[src/rtl/excl_monitor.sv]
module excl_monitor #(
  parameter int ADDR_W    = 32,
  parameter int GRAN_BITS = 2
) (
  input  logic              clk,
  input  logic              rst_n,
  input  logic              ld_req,
  input  logic              st_req,
  input  logic              clr_req,
  input  logic [ADDR_W-1:0] addr,
  input  logic              exc_entry,
  input  logic              exc_clr_mode,
  output logic              st_fail,
  output logic              st_wr_en,
  output logic              resv_held
);
  localparam int TAG_W = ADDR_W - GRAN_BITS;

  logic [TAG_W-1:0] tag_q;
  logic             held_q;
  logic             exc_kill;
  logic             tag_hit;
  logic             pass;
  logic             drop;
  logic             arm;

  assign exc_kill = exc_entry & exc_clr_mode;
  assign tag_hit  = (addr[ADDR_W-1:GRAN_BITS] == tag_q);
  assign pass     = st_req & held_q & tag_hit & ~exc_kill;

  assign st_wr_en  = pass;
  assign st_fail   = st_req & ~pass;
  assign resv_held = held_q;

  assign drop = st_req | clr_req | exc_kill;
  assign arm  = ld_req & ~drop;

  always_ff @(posedge clk or negedge rst_n) begin
    if (!rst_n) begin
      held_q <= 1'b0;
      tag_q  <= '0;
    end else if (drop) begin
      held_q <= 1'b0;
    end else if (arm) begin
      held_q <= 1'b1;
      tag_q  <= addr[ADDR_W-1:GRAN_BITS];
    end
  end
endmodule


[config.mk]
export PLATFORM = sky130hd
export DESIGN_NAME = excl_monitor
export DESIGN_NICKNAME = d
export VERILOG_FILES = /design/src/rtl/excl_monitor.sv
export SDC_FILE = /design/constraint.sdc
export NUM_CORES = 1
export LEC_CHECK = 0
export BUFFER_PORTS_ARGS = -buffer_cell sky130_fd_sc_hd__buf_2
export CAP_MARGIN = 20
export CORE_MARGIN = 4
export CORE_UTILIZATION = 30
export CTS_CLUSTER_DIAMETER = 100
export CTS_CLUSTER_SIZE = 12
export DETAILED_ROUTE_END_ITERATION = 12
export GPL_TIMING_DRIVEN = 1
export HOLD_SLACK_MARGIN = 0.03
export RECOVER_POWER = 100
export SYNTH_ARGS = -nofsm -noshare
export SYNTH_HDL_FRONTEND = slang
export SYNTH_SLANG_ARGS = --single-unit
export TNS_END_PERCENT = 100
[constraint.sdc]
create_clock -name clk -period 4.5 [get_ports clk]
set_input_delay 0.225 -clock clk [delete_from_list [all_inputs] [get_ports clk]]
set_output_delay 0.225 -clock clk [all_outputs]
set_load 0.02 [all_outputs]
* Word-level counts from Yosys, hierarchy flattened
Cells that the tools add are included.
** Operators by class
- Eq/ne operators :: 1
- Bitwise logic cells :: 11
- Mux-type cells :: 2
- Reduce and logical (&&, ||, !) cells :: 2
** Operators by type and width (count)
- == test 30 bit :: 1
- bitwise AND 1 bit :: 6
- inverter 1 bit :: 3
- two-way mux 1 bit :: 2
- OR 1 bit :: 2
- AND reduction 2 bit :: 1
- nonzero test 2 bit :: 1
** Storage, ports and cells
- Word-level logic and storage cells :: 18
- Register bits after elaboration :: 31
- Input bits :: 39
- Output and inout port bits :: 3

* Depth between registers and ports, before layout
Gate-level depths: netlist (run 1).
- Depth in word-level cells :: 6
- Mapped depth :: 4
- Mapped depth without buffers :: 4

* Least setup slack after synthesis (run 1)
No wires, ideal clock.
- Path kind :: register -> output
- Start :: reg tag_q[7]
- End :: out st_wr_en
- Setup slack :: 2.629 ns
- Path buffers :: 0
- Cell stages (with the launch flop) :: 5
- Arrival time :: 1.646 ns
- Data required time :: 4.275 ns
- Path through :: dfrtp_1 > xnor2_1 > nand4_1 > or4_1 > nor3_1
** Between the ends
- Cells in the longest elaborated chain, start to end :: 3
** RTL lines
- start: declaration :: line 19 : logic [TAG_W-1:0] tag_q;
- start signal: assignment :: line 46 : tag_q <= addr[ADDR_W-1:GRAN_BITS];
- == test 30 bit :: line 28 : assign tag_hit = (addr[ADDR_W-1:GRAN_BITS] == tag_q);
- bitwise AND 1 bit (2 in a row) :: line 29 : assign pass = st_req & held_q & tag_hit & ~exc_kill;
- end: declaration :: line 14 : output logic st_wr_en,
No other way between the ends.

* Worst setup path after layout (run 1)
Same ends and word-level chain as after synthesis.

==> results of run 1 <==
repair_timing:
item	in CTS	in global routing
hold buffers	1	0
endpoints found under the hold margin	31	0
endpoints found under the setup margin	0	0
state kept, by name, indices dropped and copies added (netlist names):
| name | flops |
|---|---|
| resv_held | 1 |
| tag_q | 30 |
per-stage QoR:
step	setup slack, ns	std cells	total power, uW
finish	2.26	223	732
global route	2.18	223	777
CTS	2.28	223	747
detailed placement	2.59	214	536
global placement	2.47	213	521
floorplan	2.63	110	482
final cells by class:
class                      instances  area [um2]  area share
clock buffer                       7        76.3      0.0414
clock inverter                     1        5.00     0.00271
multi-input combinational         76         701       0.380
sequential                        31         776       0.421
tap                               67        83.8      0.0455
timing repair buffer              41         203       0.110
layer usage:
layer	global-route usage	wire (um)
met4	0.0559	71
met1	0.0948	1070
met3	0.0459	187
met2	0.183	1530
met5	0	0
how the worst max path moves through the flow:
stage | endpoint | cells after the start
floorplan | st_wr_en | 4
global placement | tag_q[16] | 4
CTS | st_fail | 5
detailed placement | st_fail | 5
global route | st_wr_en | 5
finish | st_wr_en | 5
cell usage in the layout, fill, tap and decap left out:
cell type and count:
nand4_1 4, xor2_1 22, or4_1 1, mux2_2 30
dlygate4sd3_1 1, o31a_1 1, buf_2 34, nor4_1 5
clkinv_2 1, dfrtp_1 31, clkbuf_1 8, nor3_1 1
clkbuf_8 5, xnor2_1 8, a211oi_1 1, o21a_1 1
nand2_1 2
logic make-up after synthesis:
family | share of synthesized area
flops | 0.520
xor+xnor | 0.176
mux | 0.227
simple gates | 0.0512
compound gates | 0.0159
buf+inv | 0.0101
power by group:
part / total [uW] / switching (uW) / internal, uW / leakage, uW
Combinational: 150 / 57.0 / 92.9 / 0.000403
Clock: 207 / 98.4 / 108 / 0.0000422
Sequential: 376 / 37.9 / 338 / 0.000370
Total: 732 / 193 / 539 / 0.000816
==> flow_summary.html, run 1 <==
<table>
<tr><th>Metric</th><th>Value</th></tr>
<tr><th colspan="2">Outcome</th></tr>
<tr><td>Run status</td><td>finished, violations left</td></tr>
<tr><td>Violations in the final reports</td><td>capacitance limit, slew limit</td></tr>
<tr><th colspan="2">Floorplanning</th></tr>
<tr><td>Vertical die dimension</td><td>a little under 80 um</td></tr>
<tr><td>Initial Util</td><td>0.314</td></tr>
<tr><td>Die Width</td><td>78.5 um</td></tr>
<tr><td>Area of the core</td><td>4750 um2</td></tr>
<tr><td>Standard-cell row count</td><td>25</td></tr>
<tr><td>Total I/O pin count</td><td>between 40 and 50</td></tr>
<tr><td>Die Area</td><td>between 6000 and 7000 um2</td></tr>
<tr><th colspan="2">Place</th></tr>
<tr><td>Post-DP Area</td><td>1780 um2</td></tr>
<tr><td>HPWL after detailed placement</td><td>between 2000 and 2500 um</td></tr>
<tr><td>Final RePlAce weighted congestion</td><td>0.750</td></tr>
<tr><td>Total of buffers placed on input and output ports</td><td>39</td></tr>
<tr><th colspan="2">Worst setup path</th></tr>
<tr><td>Critical Path, Cell by Cell</td><td>xnor2_1 &gt; nand4_1 &gt; or4_1 &gt; nor3_1 &gt; clkbuf_1</td></tr>
<tr><td>Data required time at the worst endpoint</td><td>approximately 4.3 ns</td></tr>
<tr><td>Slowest library cell on the worst path</td><td>or4_1</td></tr>
<tr><td>Critical path's top delay family</td><td>simple AND/OR/NAND/NOR gates</td></tr>
<tr><td>Setup slack on the worst flop-to-flop path</td><td>around 3.7 ns</td></tr>
<tr><td>Start point of the critical path</td><td>tag_q[7]</td></tr>
<tr><td>Worst-case reg-to-reg path depth</td><td>1</td></tr>
<tr><td>Type of destination of the critical path</td><td>primary output</td></tr>
<tr><td>WP data arrival</td><td>2.02 ns</td></tr>
<tr><td>R2R Path End</td><td>tag_q[12]</td></tr>
<tr><td>Startpoint Class</td><td>flop</td></tr>
<tr><td>CP Buf/Inv Count</td><td>1</td></tr>
<tr><td>Worst Path Max Fanout</td><td>2</td></tr>
<tr><td>Critical setup path kind</td><td>flop to primary output</td></tr>
<tr><td>Slowest stage delay, CP</td><td>roughly 0.56 ns</td></tr>
<tr><td>Startpoint of the lowest-slack register-to-register path</td><td>tag_q[12]</td></tr>
<tr><th colspan="2">Finish</th></tr>
<tr><td>Share of post-route cells with drive strength above 1</td><td>0.449</td></tr>
<tr><td>Area added between synthesis and finish</td><td>23.7%</td></tr>
<tr><td>Post-layout util</td><td>0.388</td></tr>
<tr><td>Number of fill cells</td><td>487</td></tr>
<tr><td>Antenna diode instance count</td><td>0</td></tr>
<tr><td>Finished Cell Area</td><td>about 1800 um2</td></tr>
<tr><td>NumNets Final</td><td>between 150 and 200</td></tr>
<tr><th colspan="2">Global route</th></tr>
<tr><td>Pin count of the biggest net entering global routing</td><td>32</td></tr>
<tr><td>Total global routing overflow</td><td>0</td></tr>
<tr><td>First-pass GRT wire length</td><td>about 4800 um</td></tr>
<tr><td>Vias in the first global route</td><td>1153</td></tr>
<tr><td>Number of antenna violations at the first check in global routing</td><td>0</td></tr>
<tr><td>Overall Global Routing Usage</td><td>0.102</td></tr>
<tr><th colspan="2">Worst hold path</th></tr>
<tr><td>Hold Startpoint</td><td>ld_req</td></tr>
<tr><td>Number of cells traversed by the worst hold path</td><td>2</td></tr>
<tr><td>Worst min-delay path class</td><td>primary input to flop</td></tr>
<tr><td>Sink of the worst hold path</td><td>resv_held</td></tr>
<tr><th colspan="2">Route</th></tr>
<tr><td>Total DRC errors in the routed layout</td><td>0</td></tr>
<tr><td>Total detailed-routing wirelength</td><td>2860 um</td></tr>
<tr><td>Count of routing violations after the opening detailed-route iteration</td><td>39</td></tr>
<tr><td>Vias/cell</td><td>approximately 4.5</td></tr>
<tr><td>Routed wirelength normalized by instance count</td><td>~13 um</td></tr>
<tr><td>DR vias</td><td>between 900 and 1000</td></tr>
<tr><td>Routed Antenna Nets</td><td>0</td></tr>
<tr><td>Number of optimization iterations in the first detailed-route pass</td><td>3</td></tr>
<tr><th colspan="2">Pwr</th></tr>
<tr><td>Power density normalized to cell area</td><td>397 nW/um2</td></tr>
<tr><td>Leakage power of the design</td><td>a little over 0.0008 uW</td></tr>
<tr><td>Maximum ir drop on the vdd rail</td><td>0.0992 mV</td></tr>
<tr><th colspan="2">STA</th></tr>
<tr><td>Worst slew pin tran</td><td>about 1.6 ns</td></tr>
<tr><td>Min cycle time layout</td><td>2.24 ns</td></tr>
<tr><td>Final hold vios</td><td>0</td></tr>
<tr><td>Max_slew headroom</td><td>-0.0946</td></tr>
<tr><td>Worst-case hold slack</td><td>approximately 0.16 ns</td></tr>
<tr><td>Max Clk Rate</td><td>roughly 450 MHz</td></tr>
<tr><td>RSZ-0062 raised after global routing</td><td>false</td></tr>
<tr><td>Period Utilization, post-route</td><td>0.498</td></tr>
<tr><td>Worst clock skew</td><td>0 ns</td></tr>
<tr><td>Final max-slew violation count</td><td>32</td></tr>
<tr><td>Number of setup violations in the final report</td><td>0</td></tr>
<tr><td>Summed negative setup slack over all endpoints</td><td>0 ns</td></tr>
<tr><th colspan="2">Yosys</th></tr>
<tr><td>Cell count after synthesis</td><td>110</td></tr>
<tr><td>Post-Synthesis Net Count</td><td>149</td></tr>
<tr><td>Number of distinct standard cells referenced by the synthesized netlist</td><td>13</td></tr>
<tr><td>Share of flip-flops with an asynchronous set or reset after synthesis</td><td>1.00</td></tr>
<tr><td>Most frequent cell after synthesis</td><td>dfrtp_1</td></tr>
<tr><td>Total standard cell area after synthesis</td><td>approximately 1500 um2</td></tr>
<tr><td>Sequential element share of the synthesized area</td><td>0.520</td></tr>
<tr><td>Library cell with the largest summed area after synthesis</td><td>dfrtp_1</td></tr>
<tr><td>Ys flop type</td><td>dfrtp_1</td></tr>
<tr><td>Synth top area cells</td><td>dfrtp_1 52%, mux2_2 23%, xor2_1 13%</td></tr>
<tr><td>Number of enable-type register cells in the synthesized netlist</td><td>0</td></tr>
<tr><td>Most used standard cells in the synthesized netlist</td><td>31 x dfrtp_1, 30 x mux2_2, 22 x xor2_1, 8 x xnor2_1, 5 x nor4_1</td></tr>
<tr><td>Share of the synthesized area in the top cell type</td><td>0.520</td></tr>
<tr><td>Average cell area after synthesis</td><td>approximately 14 um2</td></tr>
<tr><td>Number of synthesized register bits</td><td>31</td></tr>
<tr><td>Yosys warnings</td><td>0</td></tr>
<tr><th colspan="2">CTS</th></tr>
<tr><td>Worst-Skew Late Latency</td><td>0.28 ns</td></tr>
<tr><td>Clock input transition at the sequential cells of the worst setup and hold paths</td><td>roughly 0.06 ns</td></tr>
<tr><td>Total clock buffers created by CTS</td><td>5</td></tr>
<tr><td>Library cell used as clock root buffer</td><td>clkbuf_8</td></tr>
<tr><td>Clock sinks</td><td>31</td></tr>
<tr><td>Post-CTS sizing</td><td>0</td></tr>
<tr><td>CTS max path bufs</td><td>2</td></tr>
<tr><td>CTS H-tree depth</td><td>2</td></tr>
<tr><td>Number of buffers added for setup after CTS</td><td>0</td></tr>
<tr><td>TritonCTS clock tree</td><td>yes</td></tr>
<tr><th colspan="2">Job</th></tr>
<tr><td>Number of maximum-capacitance violations</td><td>1</td></tr>
</table>
Note: power is estimated with default switching activity, not from simulation.
==> run 2: changes to the inputs <==
==> constraint.sdc (replaced) <==
create_clock -name clk -period 2.1 [get_ports clk]
set_input_delay 0.105 -clock clk [delete_from_list [all_inputs] [get_ports clk]]
set_output_delay 0.105 -clock clk [all_outputs]
set_load 0.02 [all_outputs]
==> run 2 against run 1 <==
  * The run now ends clean
  * Largest cell class unchanged
  * Flip-flop and latch count stayed put
  * Highest routed layer unchanged
  * Critical path depth stayed put
  * Global-route usage is 0.28 points lower
  * Worst hold slack worse by 0.12 ns
  * Clock skew stayed put
  * Setup slack worse by 2.2 ns
==> flow_summary.html, run 2 (synthesis results as in run 1) <==
<table>
<tr><th>Metric</th><th>Value</th></tr>
<tr><th colspan="2">CTS</th></tr>
<tr><td>Post-CTS sizing</td><td>0 (unchanged)</td></tr>
<tr><td>Clock input transition at the sequential cells of the worst setup and hold paths</td><td>0.06 ns (about the same)</td></tr>
<tr><td>CTS H-tree depth</td><td>2 (unchanged)</td></tr>
<tr><td>Library cell used as clock root buffer</td><td>clkbuf_8</td></tr>
<tr><td>Number of buffers added for setup after CTS</td><td>0 (unchanged)</td></tr>
<tr><td>Number of hold buffers added after CTS</td><td>1 (unchanged)</td></tr>
<tr><td>Total clock buffers created by CTS</td><td>5 (unchanged)</td></tr>
<tr><td>TritonCTS clock tree</td><td>yes</td></tr>
<tr><td>Worst-Skew Late Latency</td><td>0.27 ns (about the same)</td></tr>
<tr><td>Clock sinks</td><td>31 (unchanged)</td></tr>
<tr><td>CTS max path bufs</td><td>2 (unchanged)</td></tr>
<tr><th colspan="2">Finish</th></tr>
<tr><td>NumNets Final</td><td>194 (unchanged)</td></tr>
<tr><td>Most common cell after layout, fill and taps aside</td><td>buf_2</td></tr>
<tr><td>Antenna diode instance count</td><td>0 (unchanged)</td></tr>
<tr><td>Post-layout util</td><td>0.387 (-0.000527)</td></tr>
<tr><td>Area added between synthesis and finish</td><td>23.5%</td></tr>
<tr><td>Top register by number of flip-flops</td><td>tag_q</td></tr>
<tr><td>Most frequent cells in the layout</td><td>37 x buf_2, 31 x dfrtp_1, 30 x mux2_2, 22 x xor2_1, 8 x xnor2_1</td></tr>
<tr><td>Number of fill cells</td><td>498 (+2.3%)</td></tr>
<tr><td>Largest register FFs</td><td>30 (unchanged)</td></tr>
<tr><td>Finished Cell Area</td><td>1840 um2 (-0.14%)</td></tr>
<tr><td>Share of post-route cells with drive strength above 1</td><td>0.481 (+0.0318)</td></tr>
<tr><th colspan="2">Worst hold path</th></tr>
<tr><td>Number of cells traversed by the worst hold path</td><td>2 (unchanged)</td></tr>
<tr><td>Worst min-delay path class</td><td>primary input to flop</td></tr>
<tr><th colspan="2">Worst setup path</th></tr>
<tr><td>Startpoint Class</td><td>flop</td></tr>
<tr><td>Data required time at the worst endpoint</td><td>2.00 ns (-2.28 ns)</td></tr>
<tr><td>Critical setup path kind</td><td>flop to primary output</td></tr>
<tr><td>Critical Path, Cell by Cell</td><td>xnor2_1 &gt; nand4_1 &gt; or4_1 &gt; o31a_1 &gt; buf_2</td></tr>
<tr><td>Slowest library cell on the worst path</td><td>or4_1</td></tr>
<tr><td>Type of destination of the critical path</td><td>primary output</td></tr>
<tr><td>Worst Path Max Fanout</td><td>2 (unchanged)</td></tr>
<tr><td>R2R Path End</td><td>tag_q[8]</td></tr>
<tr><td>CP Buf/Inv Count</td><td>1 (unchanged)</td></tr>
<tr><td>Count of cell instances traversed by the critical path</td><td>5 (unchanged)</td></tr>
<tr><td>WP data arrival</td><td>1.89 ns (-0.13 ns)</td></tr>
<tr><td>Start point of the critical path</td><td>tag_q[7]</td></tr>
<tr><td>Worst-case reg-to-reg path depth</td><td>1 (unchanged)</td></tr>
<tr><td>Worst setup path endpoint</td><td>st_fail</td></tr>
<tr><td>Slowest stage delay, CP</td><td>0.54 ns (-0.02 ns)</td></tr>
<tr><td>Setup slack on the worst flop-to-flop path</td><td>1.32 ns (-2.40 ns)</td></tr>
<tr><td>Critical path's top delay family</td><td>simple AND/OR/NAND/NOR gates</td></tr>
<tr><td>Startpoint of the lowest-slack register-to-register path</td><td>tag_q[8]</td></tr>
<tr><th colspan="2">Floorplanning</th></tr>
<tr><td>Die Area</td><td>6160 um2 (unchanged)</td></tr>
<tr><td>Die Width</td><td>78.5 um (unchanged)</td></tr>
<tr><td>Vertical die dimension</td><td>78.5 um (unchanged)</td></tr>
<tr><td>Area of the core</td><td>4750 um2 (unchanged)</td></tr>
<tr><td>Initial Util</td><td>0.314 (unchanged)</td></tr>
<tr><td>Standard-cell row count</td><td>25 (unchanged)</td></tr>
<tr><td>Total I/O pin count</td><td>42 (unchanged)</td></tr>
<tr><th colspan="2">Pwr</th></tr>
<tr><td>Switching Fraction</td><td>0.257 (-0.00695)</td></tr>
<tr><td>Clock power frac</td><td>0.268 (-0.014)</td></tr>
<tr><td>Power density normalized to cell area</td><td>836 nW/um2 (+110%)</td></tr>
<tr><td>Sequential share of power</td><td>0.523 (+0.010)</td></tr>
<tr><td>Share of power burned in combinational logic</td><td>0.208 (+0.003)</td></tr>
<tr><td>Leakage power of the design</td><td>0.000827 uW (+1.3%)</td></tr>
<tr><td>P_int</td><td>1140 uW (+110%)</td></tr>
<tr><td>Maximum ir drop on the vdd rail</td><td>0.233 mV (+140%)</td></tr>
<tr><td>P_sw</td><td>396 uW (+100%)</td></tr>
<tr><th colspan="2">Outcome</th></tr>
<tr><td>Run status</td><td>finished, final reports clean</td></tr>
<tr><th colspan="2">Global route</th></tr>
<tr><td>Overall Global Routing Usage</td><td>0.0990 (-0.00284)</td></tr>
<tr><td>Number of antenna violations at the first check in global routing</td><td>0 (unchanged)</td></tr>
<tr><td>Pin count of the biggest net entering global routing</td><td>32 (unchanged)</td></tr>
<tr><td>First-pass GRT wire length</td><td>4660 um (-3.0%)</td></tr>
<tr><td>Vias in the first global route</td><td>1048 (-9.1%)</td></tr>
<tr><td>Total global routing overflow</td><td>0 (unchanged)</td></tr>
<tr><th colspan="2">STA</th></tr>
<tr><td>Max_slew headroom</td><td>0.483 (+0.578)</td></tr>
<tr><td>Number of setup violations in the final report</td><td>0 (unchanged)</td></tr>
<tr><td>Min cycle time layout</td><td>1.99 ns</td></tr>
<tr><td>Worst slew pin tran</td><td>0.775 ns (-0.867 ns)</td></tr>
<tr><td>Final max-slew violation count</td><td>0 (-100%)</td></tr>
<tr><td>RSZ-0062 raised after global routing</td><td>false</td></tr>
<tr><td>Max Clk Rate</td><td>501 MHz</td></tr>
<tr><td>Summed negative setup slack over all endpoints</td><td>0 ns (unchanged)</td></tr>
<tr><td>Period Utilization, post-route</td><td>0.950</td></tr>
<tr><td>Setup slack of the critical path after layout</td><td>0.106 ns (-2.15 ns)</td></tr>
<tr><td>Worst clock skew</td><td>0 ns (unchanged)</td></tr>
<tr><td>Final hold vios</td><td>0 (unchanged)</td></tr>
<tr><th colspan="2">Route</th></tr>
<tr><td>Total detailed-routing wirelength</td><td>2850 um (-0.24%)</td></tr>
<tr><td>Vias/cell</td><td>4.39 (-1.6%)</td></tr>
<tr><td>Routed Antenna Nets</td><td>0 (unchanged)</td></tr>
<tr><td>DR vias</td><td>971 (-2.5%)</td></tr>
<tr><td>Number of optimization iterations in the first detailed-route pass</td><td>2 (-1)</td></tr>
<tr><td>Count of routing violations after the opening detailed-route iteration</td><td>20 (-49%)</td></tr>
<tr><td>Routed wirelength normalized by instance count</td><td>12.9 um (+0.66%)</td></tr>
<tr><td>Total DRC errors in the routed layout</td><td>0 (unchanged)</td></tr>
<tr><th colspan="2">Place</th></tr>
<tr><td>Final RePlAce weighted congestion</td><td>0.728 (-3.0%)</td></tr>
<tr><td>Total of buffers placed on input and output ports</td><td>39 (unchanged)</td></tr>
<tr><td>Post-DP Area</td><td>1760 um2 (-1.1%)</td></tr>
<tr><td>Placement-stage worst setup slack</td><td>0.384 ns (-2.21 ns)</td></tr>
<tr><td>HPWL after detailed placement</td><td>2220 um (about the same)</td></tr>
<tr><th colspan="2">Job</th></tr>
<tr><td>Number of maximum-capacitance violations</td><td>0 (-1)</td></tr>
</table>
run 2: changes by cell type in the layout (fill, tap and decap cells not counted), sizes merged:
| cell | change |
|---|---|
| buf | +3 |
| clkbuf | -4 |
| clkinv | -1 |
run 2: layer usage:
layer	up-vias	track usage	routed length, um
met5	-	0	0
met4	0	0.0367	56
met3	7	0.0493	180
met2	24	0.167	1480
met1	466	0.106	1130
li1	474	-	-
run 2: layout make-up:
cell class,instances,area (um2),share of cell area
multi-input cells,76,701,0.380
clock buffers,6,72.6,0.0394
well taps,67,83.8,0.0455
repair buffers,41,209,0.113
flip-flops and latches,31,776,0.421
run 2: stage by stage:
| stage | std cells | hold WS (ns) | total power, uW |
|---|---|---|---|
| finish | 221 | 0.0474 | 1540 |
| global route | 221 | 0.0499 | 1640 |
| CTS | 221 | 0.0378 | 1580 |
| detailed placement | 214 | 0.192 | 1150 |
| global placement | 214 | 0.175 | 1120 |
| floorplan | 110 | -0.191 | 1030 |
run 2: worst min-delay path by stage:
stage | from | end | slack [ns]
floorplan | rst_n | resv_held | -0.19
CTS | ld_req | resv_held | 0.04
global route | ld_req | resv_held | 0.05
finish | ld_req | resv_held | 0.05
global placement | rst_n | tag_q[29] | 0.18
detailed placement | rst_n | tag_q[29] | 0.19
run 2: power groups by stage:
stage | logic [uW] | registers (uW) | clock network [uW]
after floorplan | 235 | 798 | 0
after global placement | 312 | 805 | 0
after detailed placement | 327 | 819 | 0
after CTS | 330 | 807 | 440
after global routing | 358 | 820 | 456
final | 321 | 806 | 413
